$ cat config.mk
export PLATFORM = sky130hd
export DESIGN_NAME = uartTxDb
export DESIGN_NICKNAME = d
export VERILOG_FILES = /design/src/rtl/uartTxPkg.sv /design/src/rtl/baudDiv.sv /design/src/rtl/txControl.sv /design/src/rtl/txDatapath.sv /design/src/rtl/uartTxDb.sv
export SDC_FILE = /design/constraint.sdc
export NUM_CORES = 1
export LEC_CHECK = 0
export BUFFER_PORTS_ARGS = -buffer_cell sky130_fd_sc_hd__buf_2
export CAP_MARGIN = 20
export CORE_MARGIN = 4
export CORE_UTILIZATION = 39
export DETAILED_ROUTE_END_ITERATION = 8
export PLACE_DENSITY_LB_ADDON = 0.25
export SLEW_MARGIN = 20
export SYNTH_ARGS = -nofsm -noshare
export SYNTH_HDL_FRONTEND = slang
export SYNTH_SLANG_ARGS = --single-unit
$ cat constraint.sdc
create_clock -name clk -period 2.1 [get_ports clk]
set_input_delay 0.42 -clock clk [delete_from_list [all_inputs] [get_ports clk]]
set_output_delay 0.42 -clock clk [all_outputs]
set_load 0.005 [all_outputs]
$ cat src/rtl/uartTxPkg.sv
package uartTxPkg;
  typedef struct packed {
    logic captureHold;
    logic loadFrame;
    logic sendStart;
    logic shiftBit;
  } txStrobes_t;

  typedef enum logic [1:0] {
    TX_IDLE  = 2'd0,
    TX_ARMED = 2'd1,
    TX_SEND  = 2'd2
  } txState_t;
endpackage

$ cat src/rtl/baudDiv.sv
module baudDiv #(
  parameter int DIV = 16
) (
  input  logic clk,
  input  logic rstN,
  input  logic baudEn,
  output logic tick
);
  localparam int CW = $clog2(DIV);
  localparam logic [CW-1:0] LAST = CW'(DIV - 1);

  logic [CW-1:0] divCnt;

  always_ff @(posedge clk or negedge rstN) begin
    if (!rstN) divCnt <= '0;
    else if (baudEn) divCnt <= (divCnt == LAST) ? '0 : divCnt + 1'b1;
  end

  assign tick = baudEn && (divCnt == LAST);
endmodule

$ cat src/rtl/txControl.sv
module txControl
  import uartTxPkg::*;
#(
  parameter int DATA_W = 8
) (
  input  logic       clk,
  input  logic       rstN,
  input  logic       tick,
  input  logic       wrStb,
  input  logic       shortLen,
  input  logic       parEn,
  output txStrobes_t strobes,
  output logic       holdFull,
  output logic       busy,
  output logic       txDone
);
  localparam int CNT_W = $clog2(DATA_W + 3);

  txState_t   state;
  logic [CNT_W-1:0] bitsLeft;
  logic [CNT_W-1:0] frameLen;
  logic [CNT_W-1:0] lenNow;
  logic       doneNext;

  // bits after the start bit: data + parity + stop
  assign lenNow = (shortLen ? CNT_W'(DATA_W - 1) : CNT_W'(DATA_W))
                + CNT_W'(parEn) + CNT_W'(1);

  always_comb begin
    strobes = '0;
    strobes.captureHold = wrStb;
    doneNext = 1'b0;
    unique case (state)
      TX_IDLE:  if (holdFull) strobes.loadFrame = 1'b1;
      TX_ARMED: if (tick) strobes.sendStart = 1'b1;
      TX_SEND: begin
        if (tick) begin
          if (bitsLeft != '0) strobes.shiftBit = 1'b1;
          else if (holdFull) begin
            strobes.loadFrame = 1'b1;
            strobes.sendStart = 1'b1;
          end else doneNext = 1'b1;
        end
      end
      default: ;
    endcase
  end

  always_ff @(posedge clk or negedge rstN) begin
    if (!rstN) begin
      state    <= TX_IDLE;
      holdFull <= 1'b0;
      bitsLeft <= '0;
      frameLen <= '0;
      txDone   <= 1'b0;
    end else begin
      txDone <= doneNext;
      if (wrStb) holdFull <= 1'b1;
      else if (strobes.loadFrame) holdFull <= 1'b0;
      if (strobes.loadFrame) frameLen <= lenNow;
      if (strobes.sendStart) bitsLeft <= strobes.loadFrame ? lenNow : frameLen;
      else if (strobes.shiftBit) bitsLeft <= bitsLeft - 1'b1;
      unique case (state)
        TX_IDLE:  if (strobes.loadFrame) state <= TX_ARMED;
        TX_ARMED: if (strobes.sendStart) state <= TX_SEND;
        TX_SEND:  if (doneNext) state <= TX_IDLE;
        default:  state <= TX_IDLE;
      endcase
    end
  end

  assign busy = (state != TX_IDLE);


  bit_hold_chk: assert property (@(posedge clk) disable iff (!rstN)
    (state == TX_SEND && !tick) |=> (state == TX_SEND));


  done_empty_chk: assert property (@(posedge clk) disable iff (!rstN)
    txDone |-> !$past(holdFull));
endmodule

$ cat src/rtl/txDatapath.sv
module txDatapath
  import uartTxPkg::*;
#(
  parameter int DATA_W = 8
) (
  input  logic              clk,
  input  logic              rstN,
  input  txStrobes_t        strobes,
  input  logic [DATA_W-1:0] wrData,
  input  logic              shortLen,
  input  logic              parEn,
  input  logic              parOdd,
  output logic              txd
);
  localparam int FR_W = DATA_W + 2;

  logic [DATA_W-1:0] holdReg;
  logic [FR_W-1:0]   frameReg;
  logic [FR_W-1:0]   built;
  logic [DATA_W-1:0] masked;
  logic              parBit;

  always_comb begin
    masked = holdReg;
    if (shortLen) masked[DATA_W-1] = 1'b0;
    parBit = (^masked) ^ parOdd;
    built = '1;
    for (int i = 0; i < DATA_W; i++) begin
      if (i < DATA_W - 1 || !shortLen) built[i] = masked[i];
    end
    if (parEn) begin
      if (shortLen) built[DATA_W-1] = parBit;
      else built[DATA_W] = parBit;
    end
  end

  always_ff @(posedge clk or negedge rstN) begin
    if (!rstN) begin
      holdReg  <= '0;
      frameReg <= '1;
      txd      <= 1'b1;
    end else begin
      if (strobes.captureHold) holdReg <= wrData;
      if (strobes.loadFrame) frameReg <= built;
      else if (strobes.shiftBit) frameReg <= {1'b1, frameReg[FR_W-1:1]};
      if (strobes.sendStart) txd <= 1'b0;
      else if (strobes.shiftBit) txd <= frameReg[0];
    end
  end


  start_low_chk: assert property (@(posedge clk) disable iff (!rstN)
    strobes.sendStart |=> !txd);
endmodule

$ cat src/rtl/uartTxDb.sv
module uartTxDb
  import uartTxPkg::*;
#(
  parameter int DATA_W = 8,
  parameter int DIV    = 16
) (
  input  logic              clk,
  input  logic              rstN,
  input  logic              baudEn,
  input  logic              wrStb,
  input  logic [DATA_W-1:0] wrData,
  input  logic              shortLen,
  input  logic              parEn,
  input  logic              parOdd,
  output logic              txd,
  output logic              bufEmpty,
  output logic              txDone
);
  txStrobes_t strobes;
  logic tick;
  logic holdFull;
  logic busy;

  baudDiv #(.DIV(DIV)) uDiv (
    .clk(clk), .rstN(rstN), .baudEn(baudEn), .tick(tick)
  );

  txControl #(.DATA_W(DATA_W)) uCtl (
    .clk(clk), .rstN(rstN), .tick(tick), .wrStb(wrStb),
    .shortLen(shortLen), .parEn(parEn), .strobes(strobes),
    .holdFull(holdFull), .busy(busy), .txDone(txDone)
  );

  txDatapath #(.DATA_W(DATA_W)) uDp (
    .clk(clk), .rstN(rstN), .strobes(strobes), .wrData(wrData),
    .shortLen(shortLen), .parEn(parEn), .parOdd(parOdd), .txd(txd)
  );

  assign bufEmpty = !holdFull;


  idle_high_chk: assert property (@(posedge clk) disable iff (!rstN)
    !busy |-> txd);


  edge_on_tick_chk: assert property (@(posedge clk) disable iff (!rstN)
    $fell(txd) |-> $past(tick));


  done_line_high_chk: assert property (@(posedge clk) disable iff (!rstN)
    txDone |-> txd);
endmodule

# Word level (Yosys, flattened, before mapping)
# Index checks and enable logic that the tools add are counted.
dict set report op_classes {
  n_lt_le_gt_ge 0
  n_mul 0
  div 0
  n_reduce_logical 9
  n_mux 33
  n_addsub 4
  n_eq_ne 6
  n_bitwise 1
  shifts 0
}
# cell n
set op_table {}
lappend op_table {{10-bit two-way mux} 2}
lappend op_table {{4-bit two-way mux} 5}
lappend op_table {{1-bit two-way mux} 16}
lappend op_table {{2-bit two-way mux} 6}
lappend op_table {{4-bit by 1-bit adder with 4-bit output (second input constant)} 2}
lappend op_table {{8-bit XOR reduction} 1}
lappend op_table {{2-bit one-hot mux with 3 select lines} 1}
lappend op_table {{2-bit nonzero test} 3}
lappend op_table {{4-bit by 1-bit adder with 4-bit output} 1}
lappend op_table {{4-bit == test (second input constant)} 1}
lappend op_table {{2-bit inequality test (second input constant)} 2}
lappend op_table {{1-bit one-hot mux with 2 select lines} 2}
lappend op_table {{4-bit nonzero test} 1}
lappend op_table {{4-bit by 1-bit subtractor with 4-bit output (second input constant)} 1}
lappend op_table {{3-bit two-way mux} 1}
lappend op_table {{3-bit AND reduction} 1}
lappend op_table {{2-bit by 1-bit == test with 1-bit output (second input constant)} 1}
lappend op_table {{2-bit == test (second input constant)} 1}
lappend op_table {{2-bit zero test} 1}
lappend op_table {{2-bit by 1-bit inequality test with 1-bit output (second input constant)} 1}
lappend op_table {{1-bit logical AND} 1}
lappend op_table {{1-bit zero test} 1}
lappend op_table {{1-bit XOR} 1}
dict set report totals {
  mem_bits_rw 0
  memories 0
  latchBits 0
  output_inout_bits 3
  mem_bits_ro 0
  word_cells 62
  ff_bits 35
}

# Depth between registers and ports, before layout
# Gate-level depths: netlist of run 1.
dict set report logic_depth {
  word_depth 6
  ltp_mapped 9
  ltp_nobuf 7
}

# Hierarchy
# From an unflattened synthesis of run 1, not the netlist that was laid out.
dict set report hier_totals {
  cells_unflattened 163
  hier_area_um2 1814.2
}
# mod seq_area_each_um2 cells_each area_per_inst_um2 instances
set modules_own_cells {}
lappend modules_own_cells {txDatapath 462.9 68 829.5 1}
lappend modules_own_cells {txControl 300.3 78 787.0 1}
lappend modules_own_cells {baudDiv 100.1 16 193.9 1}
lappend modules_own_cells {uartTxDb 0.0 1 3.8 1}

# Worst setup path before layout of run 1
# OpenSTA, ideal clock, no wires.
dict set report synth_path {
  path_type {flip-flop to flip-flop}
  start {register uCtl.bitsLeft[0]}
  end {register uCtl.bitsLeft[1]}
  slack_ns -0.076
  stages_incl_launch_ff 8
  path_buffers 1
  period_less_slack_ns 2.176
  t_required_ns 1.975
  arrival_ns 2.051
  setup_time_ns 0.125
  path_cell_list {dfrtp_1 > inv_1 > ha_1 > or3b_1 > buf_6 > o31ai_4 > mux2_2 > mux2_2}
}
dict set report synth_between {
  elab_chain_len 6
  word_cells_on_any_way 12
  classes_between {1 x add/sub; 9 x mux; 2 x reduce/logical}
}
# item line
set synth_rtl {}
lappend synth_rtl {{start, declared} txControl.sv:20} ;# logic [CNT_W-1:0] bitsLeft;
lappend synth_rtl {{start signal, assigned} txControl.sv:61} ;# if (strobes.sendStart) bitsLeft <= strobes.loadFrame ? lenNow : frameLen;
lappend synth_rtl {{start signal, assigned} txControl.sv:62} ;# else if (strobes.shiftBit) bitsLeft <= bitsLeft - 1'b1;
lappend synth_rtl {{4-bit nonzero test} txControl.sv:38} ;# if (bitsLeft != '0) strobes.shiftBit = 1'b1;
lappend synth_rtl {{2-bit two-way mux} txControl.sv:38}
lappend synth_rtl {{3-bit two-way mux} txControl.sv:37} ;# if (tick) begin
lappend synth_rtl {{1-bit one-hot mux with 2 select lines} txControl.sv:33} ;# unique case (state)
lappend synth_rtl {{4-bit two-way mux} --}
lappend synth_rtl {{4-bit two-way mux} txControl.sv:61}
# Parallel ways exist; a longest one is shown, timed or not. The select of a mux whose other input is x is not followed.
# A chain may end at the register's enable or synchronous reset.

# Final worst setup path of run 1
dict set report layout_path {
  start {register uCtl.bitsLeft[1]}
  end {register uCtl.bitsLeft[3]}
}
# Same word-level chain as after synthesis.

==> out/qor.json, run 1 <==
{
  "critical-path-max-stage-delay_ps": 420,
  "layout_overhead_on_the_synthesized_area_pct": 18.6,
  "design.core.area_um2": 4380,
  "ys_async_sr_fraction": 1.00,
  "first_pass_grt_wire_length_um": 5360,
  "cp_max_fo": 4,
  "grt_start_max_net_pins": 35,
  "totalPowerFinal_mw": 2.68,
  "route.detailed.wl_per_inst_um": 13.6,
  "synth_enable_flop_cells": 0,
  "seqPwrFrac": 0.407,
  "netlist_area_um2": 1770,
  "gp_congestion": 0.772,
  "dr.pass1.iters": 4,
  "maxCapViolations": 0,
  "global_route.overflow_total": 0,
  "pwr-share-clk": 0.227,
  "drive_above_1_share": 0.380,
  "cts-hold-fix-buffers": 0,
  "detailed_place_hpwl_um": 2270,
  "chipWidth_um": 75.3,
  "worst_r2r_startpoint": "uCtl.bitsLeft[1]",
  "p_int_mw": 1.79,
  "fmax_ghz": 0.486,
  "ys_dominant_reg_cell": "dfrtp_1",
  "cts_tree": "built",
  "clkLatencyLatePin_ps": 290,
  "run_status": "finished clean",
  "cts.path.max_buffers": 2,
  "cts_sinks": 34,
  "globalRouteTotalUtil": 0.127,
  "combinationalPowerShare": 0.365,
  "cts-buffers-inserted": 5,
  "ports": 18,
  "ff2ff_path_depth": 8,
  "syn-mean-instance-area_um2": 11.3,
  "yosysSeqAreaShare": 0.489,
  "final-instance-count-excl-fill": 239,
  "critical_path.reg2reg.endpoint": "uCtl.bitsLeft[3]",
  "sw_frac_of_total": 0.332,
  "worstSetupEndpoint": "uCtl.bitsLeft[3]",
  "fillers": 387,
  "grt_pass1_vias": 1174,
  "drtAntennaViolNets": 0,
  "fin_worst_skew_ps": 3.54,
  "r2r_slack_ps": 40,
  "route.detailed.drc": 0,
  "worstPathCellList": "inv_2 > ha_4 > or3b_4 > o31ai_4 > buf_4 > nand3_2 > o21a_1 > mux2_4",
  "fp.dieArea_um2": 5670,
  "leading_cell_type_in_the_layout_fill_and_taps_excluded": "dfrtp_1",
  "floorplan.initialDensity": 0.403,
  "critical_path_class": "reg -> reg",
  "place.port_buffers": 17,
  "p_per_area_nw_per_um2": 1280,
  "slew-limit-headroom": 0.506,
  "min_period_over_period": 0.979,
  "slew_viol_final": 0,
  "worst_pin_slew_ps": 741,
  "num_antenna_cells": 0,
  "worstSetupStartpoint": "uCtl.bitsLeft[1]",
  "detailed_route_iter0_violations": 135,
  "detail_route.wirelength_um": 3240,
  "hold_viol": 0,
  "die_h_um": 75.3,
  "timing.critical_path.slowest_stage_cell": "dfrtp_1",
  "power.ir.vdd_worst_mv": 0.601,
  "synth.ff_latch_count": 34,
  "worst_setup_hold_path_clk_slew_ps": 80,
  "num-nets-final": 211,
  "std_cell_rows": 24,
  "synthDistinctLibCells": 34,
  "syn_nets": 182,
  "yosys_warnings": 0,
  "clk_root_buffer_cell": "clkbuf_8",
  "via_per_inst": 4.99,
  "worst_path_arrival_ps": 2230,
  "final_cell_mix": "dfrtp_1 (24), nand2_1 (18), buf_2 (17), mux2_2 (14), o21ai_0 (13)",
  "p_leak_nw": 0.962,
  "detailroute.via_count": 1193,
  "cts.htree.levels": 2,
  "place_inst": 225,
  "final_worst_path_period_need_ps": 2060,
  "number_of_antenna_violations_at_the_first_check_in_global_routing": 0,
  "synth_cells": 157,
  "rsz_0062_raised_after_global_routing": "yes",
  "cp-end-kind": "flip-flop",
  "crit_path_start_kind": "flip-flop",
  "worstPathRequired_ps": 2280,
  "hold_path.class": "in -> async",
  "power_switching_mw": 0.888,
  "finalSetupViolations": 0
}
-- flip-flops by register name (all words and copies together), names as in the netlist --
signal,count
uDp.frameReg,9
uDp.holdReg,8
uCtl.bitsLeft,4
uCtl.frameLen,4
uDiv.divCnt,4
uCtl.state,2
uCtl.holdFull,1
uCtl.txDone,1
uDp.txd,1
-- cells by family after synthesis --
kind of cell | share of synthesized area
simple gates | 0.102
flops | 0.489
compound gates | 0.0899
mux | 0.144
buf+inv | 0.0453
xor+xnor | 0.0595
fa+ha+maj | 0.0708
-- power by group through the flow --
| stage | combinational (mW) | clock (mW) | sequential, mW |
|---|---|---|---|
| floorplan | 0.717 | 0 | 1.06 |
| global placement | 0.840 | 0 | 1.09 |
| detailed placement | 0.867 | 0 | 1.10 |
| CTS | 0.875 | 0.622 | 1.09 |
| global route | 1.10 | 0.653 | 1.12 |
| finish | 0.977 | 0.609 | 1.09 |
-- layout make-up --
type | instances | area (µm²) | area share
Clock buffer | 5 | 68.8 | 0.0328
Clock inverter | 3 | 45.0 | 0.0215
Inverter | 9 | 33.8 | 0.0161
Multi-Input combinational cell | 107 | 845 | 0.403
Sequential cell | 34 | 863 | 0.412
Tap cell | 52 | 65.1 | 0.0310
Timing Repair Buffer | 29 | 175 | 0.0836
-- synthesized netlist by cell type (all sizes together) (3+ instances only) --
cell type | instances | area [µm²]
dfrtp | 24 | 601
ha | 10 | 125
buf | 4 | 35.0
o21ai | 13 | 65.1
nand3 | 4 | 25.0
dfstp | 10 | 263
mux2i | 7 | 70.1
a21oi | 5 | 25.0
xnor2 | 10 | 87.6
nand2 | 18 | 67.6
inv | 9 | 33.8
nor2 | 5 | 18.8
mux2 | 16 | 184
clkbuf | 3 | 11.3
-- critical path: cells and delay by family, from the launching register on --
| kind | cells | cell delay [ps] |
|---|---|---|
| buffers and inverters | 2 | 270 |
| AOI/OAI and AO/OA | 2 | 430 |
| muxes | 1 | 250 |
| and+or+nand+nor | 2 | 460 |
| DFF | 1 | 420 |
| adders and majority gates | 1 | 110 |
-- stage by stage --
stage | setup WS, ps | hold WS, ps | setup TNS, ps | cell area (µm²) | utilization
2_1_floorplan | 25.4 | 124 | 0 | 1770 | -
3_3_place_gp | 74.3 | 474 | 0 | 1920 | 0.438
6_report | 44.0 | 192 | 0 | 2100 | 0.478
4_1_cts | 8.03 | 227 | 0 | 2030 | 0.464
5_1_grt | -29.3 | 258 | -40.6 | 2100 | 0.478
3_5_place_dp | 20.8 | 467 | 0 | 1920 | 0.438
-- repair_timing --
action                     in CTS  in global routing
buffers inserted                0                  6
gates resized for setup         0                  5
setup endpoints to repair       0                  5
-- metal layers --
layer  wire length, µm  track usage  up-vias
met1              1500        0.173      570
met4                37       0.0466        0
li1                  -            -      595
met5                 0            0        -
met3               145       0.0435        5
met2              1560        0.188       23
-- worst min-delay path by stage --
stage / end
after floorplan: uCtl.bitsLeft[0]
after global placement: uDp.txd
after detailed placement: uDp.txd
after CTS: uDp.holdReg[7]
after global routing: uDp.holdReg[5]
final: uCtl.state[1]
Power figures use the tool's default switching activity.
==> run 2: changes to the inputs <==
- CORE_ASPECT_RATIO: not set -> 1.2
==> run 2 against run 1 <==
Cell count is 1.7% higher; via count is 2.2% higher; count of clock-buffer cells in the layout is 2 higher; flip-flop and latch count stayed put; worst hold slack better by 6.5 ps; global-route usage hardly changed; utilization is 0.17 points higher; combinational power hardly changed; routed wire length is 0.56% higher; worst setup slack better by 21 ps; largest cell class unchanged.
==> out/qor.json, run 2 (synthesized netlist as in run 1, its figures left out) <==
{
  "run_status": "finished clean",
  "grt_start_max_net_pins": 35,
  "layout_overhead_on_the_synthesized_area_pct": 17.5,
  "std_cell_rows": 26,
  "cts-hold-fix-buffers": 0,
  "critical_path.reg2reg.endpoint": "uCtl.bitsLeft[1]",
  "hold_viol": 0,
  "floorplan.initialDensity": 0.408,
  "fillers": 415,
  "fmax_ghz": 0.491,
  "fin_worst_skew_ps": 6.37,
  "detail_route.wirelength_um": 3260,
  "grt_pass1_vias": 1258,
  "num-nets-final": 211,
  "cp-end-kind": "flip-flop",
  "worst_r2r_startpoint": "uCtl.bitsLeft[0]",
  "timing.critical_path.slowest_stage_cell": "dfrtp_1",
  "crit_path_start_kind": "flip-flop",
  "hold_path.class": "in -> async",
  "wl_met2_um": 1670,
  "min_period_over_period": 0.969,
  "totalPowerFinal_mw": 2.56,
  "seqCellArea_um2": 863,
  "globalRouteTotalUtil": 0.127,
  "detailed_place_hpwl_um": 2420,
  "dr.pass1.iters": 4,
  "worst_pin_slew_ps": 761,
  "final_worst_path_period_need_ps": 2030,
  "cts.path.max_buffers": 2,
  "route.detailed.drc": 0,
  "number_of_antenna_violations_at_the_first_check_in_global_routing": 0,
  "finalSetupViolations": 0,
  "detailroute.via_count": 1219,
  "num_antenna_cells": 0,
  "worst_setup_hold_path_clk_slew_ps": 70,
  "detailed_route_iter0_violations": 22,
  "largest_register_ffs": 9,
  "critical-path-max-stage-delay_ps": 390,
  "ports": 18,
  "chipWidth_um": 69.4,
  "cts-buffers-inserted": 5,
  "clk_root_buffer_cell": "clkbuf_8",
  "via_per_inst": 5.02,
  "clkLatencyLatePin_ps": 280,
  "route.top_layer_used": "met4",
  "worstPathCellList": "inv_2 > ha_1 > or3b_4 > o31ai_4 > buf_6 > mux2_4 > mux2_2",
  "place.port_buffers": 17,
  "cts_tree": "built",
  "slew-limit-headroom": 0.493,
  "ff2ff_path_depth": 7,
  "cts_sinks": 34,
  "worstPathRequired_ps": 2270,
  "worst_path_arrival_ps": 2200,
  "p_leak_nw": 0.959,
  "crit_buf_inv": 2,
  "routedLengthMet1_um": 1370,
  "leading_cell_type_in_the_layout_fill_and_taps_excluded": "dfrtp_1",
  "drtAntennaViolNets": 0,
  "fin_worst_hold_slack_ps": 199,
  "route.detailed.wl_per_inst_um": 13.4,
  "multi_input_area_um2": 838,
  "slew_viol_final": 0,
  "final_cell_mix": "dfrtp_1 (24), nand2_1 (18), buf_2 (17), mux2_2 (14), o21ai_0 (13)",
  "cp_max_fo": 3,
  "largest_registers": "uDp.frameReg x9, uDp.holdReg x8",
  "first_pass_grt_wire_length_um": 5620,
  "global_route.overflow_total": 0,
  "drive_above_1_share": 0.374,
  "gp_congestion": 0.782,
  "maxCapViolations": 0,
  "die_h_um": 81.7,
  "met3_wirelength_um": 141,
  "cts.htree.levels": 2,
  "fp.dieArea_um2": 5680,
  "p_per_area_nw_per_um2": 1230,
  "critPathTopFamily": "multiplexers",
  "power.ir.vdd_worst_mv": 0.419,
  "critical_path_class": "reg -> reg",
  "r2r_slack_ps": 70,
  "design.core.area_um2": 4330,
  "max_flop_register": "uDp.frameReg"
}
[run 2: cell count changes in the layout (fill, tap and decap cells not counted), sizes merged]
cell      change
clkinvlp      -2
clkbuf        +2
clkinv        +1
bufinv        -1
[run 2: report_power, final]
| group | internal (mW) | switching [mW] | total, mW |
|---|---|---|---|
| combinational | 0.500 | 0.476 | 0.977 |
| clock | 0.264 | 0.232 | 0.496 |
| sequential | 0.935 | 0.153 | 1.09 |
[run 2: timing repair]
item / CTS / global route
setup buffers: 3 / 2
cloned: 0 / 0
pin swaps: 1 / 1
endpoints found under the setup margin: 1 / 5
gates resized for setup: 0 / 5
[run 2: cell type report]
cell class                 instances  area share
inverter                           9      0.0163
sequential                        34       0.416
clock inverter                     1     0.00241
multi-input combinational        107       0.404
tap                               56      0.0338
timing repair buffer              29      0.0862
clock buffer                       7      0.0416
[run 2: worst max-delay path by stage]
| stage | cells after the start | endpoint | slack, ps | startpoint |
|---|---|---|---|---|
| 2_1_floorplan | 7 | uCtl.bitsLeft[1] | 30 | uCtl.bitsLeft[0] |
| 5_1_grt | 9 | uCtl.bitsLeft[1] | -2 | uCtl.bitsLeft[0] |
| 6_report | 7 | uCtl.bitsLeft[1] | 70 | uCtl.bitsLeft[0] |
| 3_5_place_dp | 6 | uCtl.bitsLeft[1] | 10 | uCtl.bitsLeft[1] |
| 3_3_place_gp | 6 | uCtl.bitsLeft[1] | 90 | uCtl.bitsLeft[0] |
| 4_1_cts | 7 | uCtl.bitsLeft[1] | 4 | uCtl.bitsLeft[1] |
[run 2: per-stage QoR]
stage               std cells  cell area [µm²]  TNS, ps  utilization  worst slack (ps)
finish                    243             2080        0        0.480              65.4
global route              243             2080    -2.07        0.480             -2.07
CTS                       241             2050        0        0.473              3.64
detailed placement        230             1930        0        0.447              13.4
global placement          230             1930        0        0.447              88.8
floorplan                 157             1770        0            -              25.4
[run 2: metal layers]
metal | global-route usage | vias to the layer above
met5 | 0 | -
met4 | 0.0566 | 0
met3 | 0.0428 | 9
met2 | 0.223 | 27
met1 | 0.141 | 586
li1 | - | 597
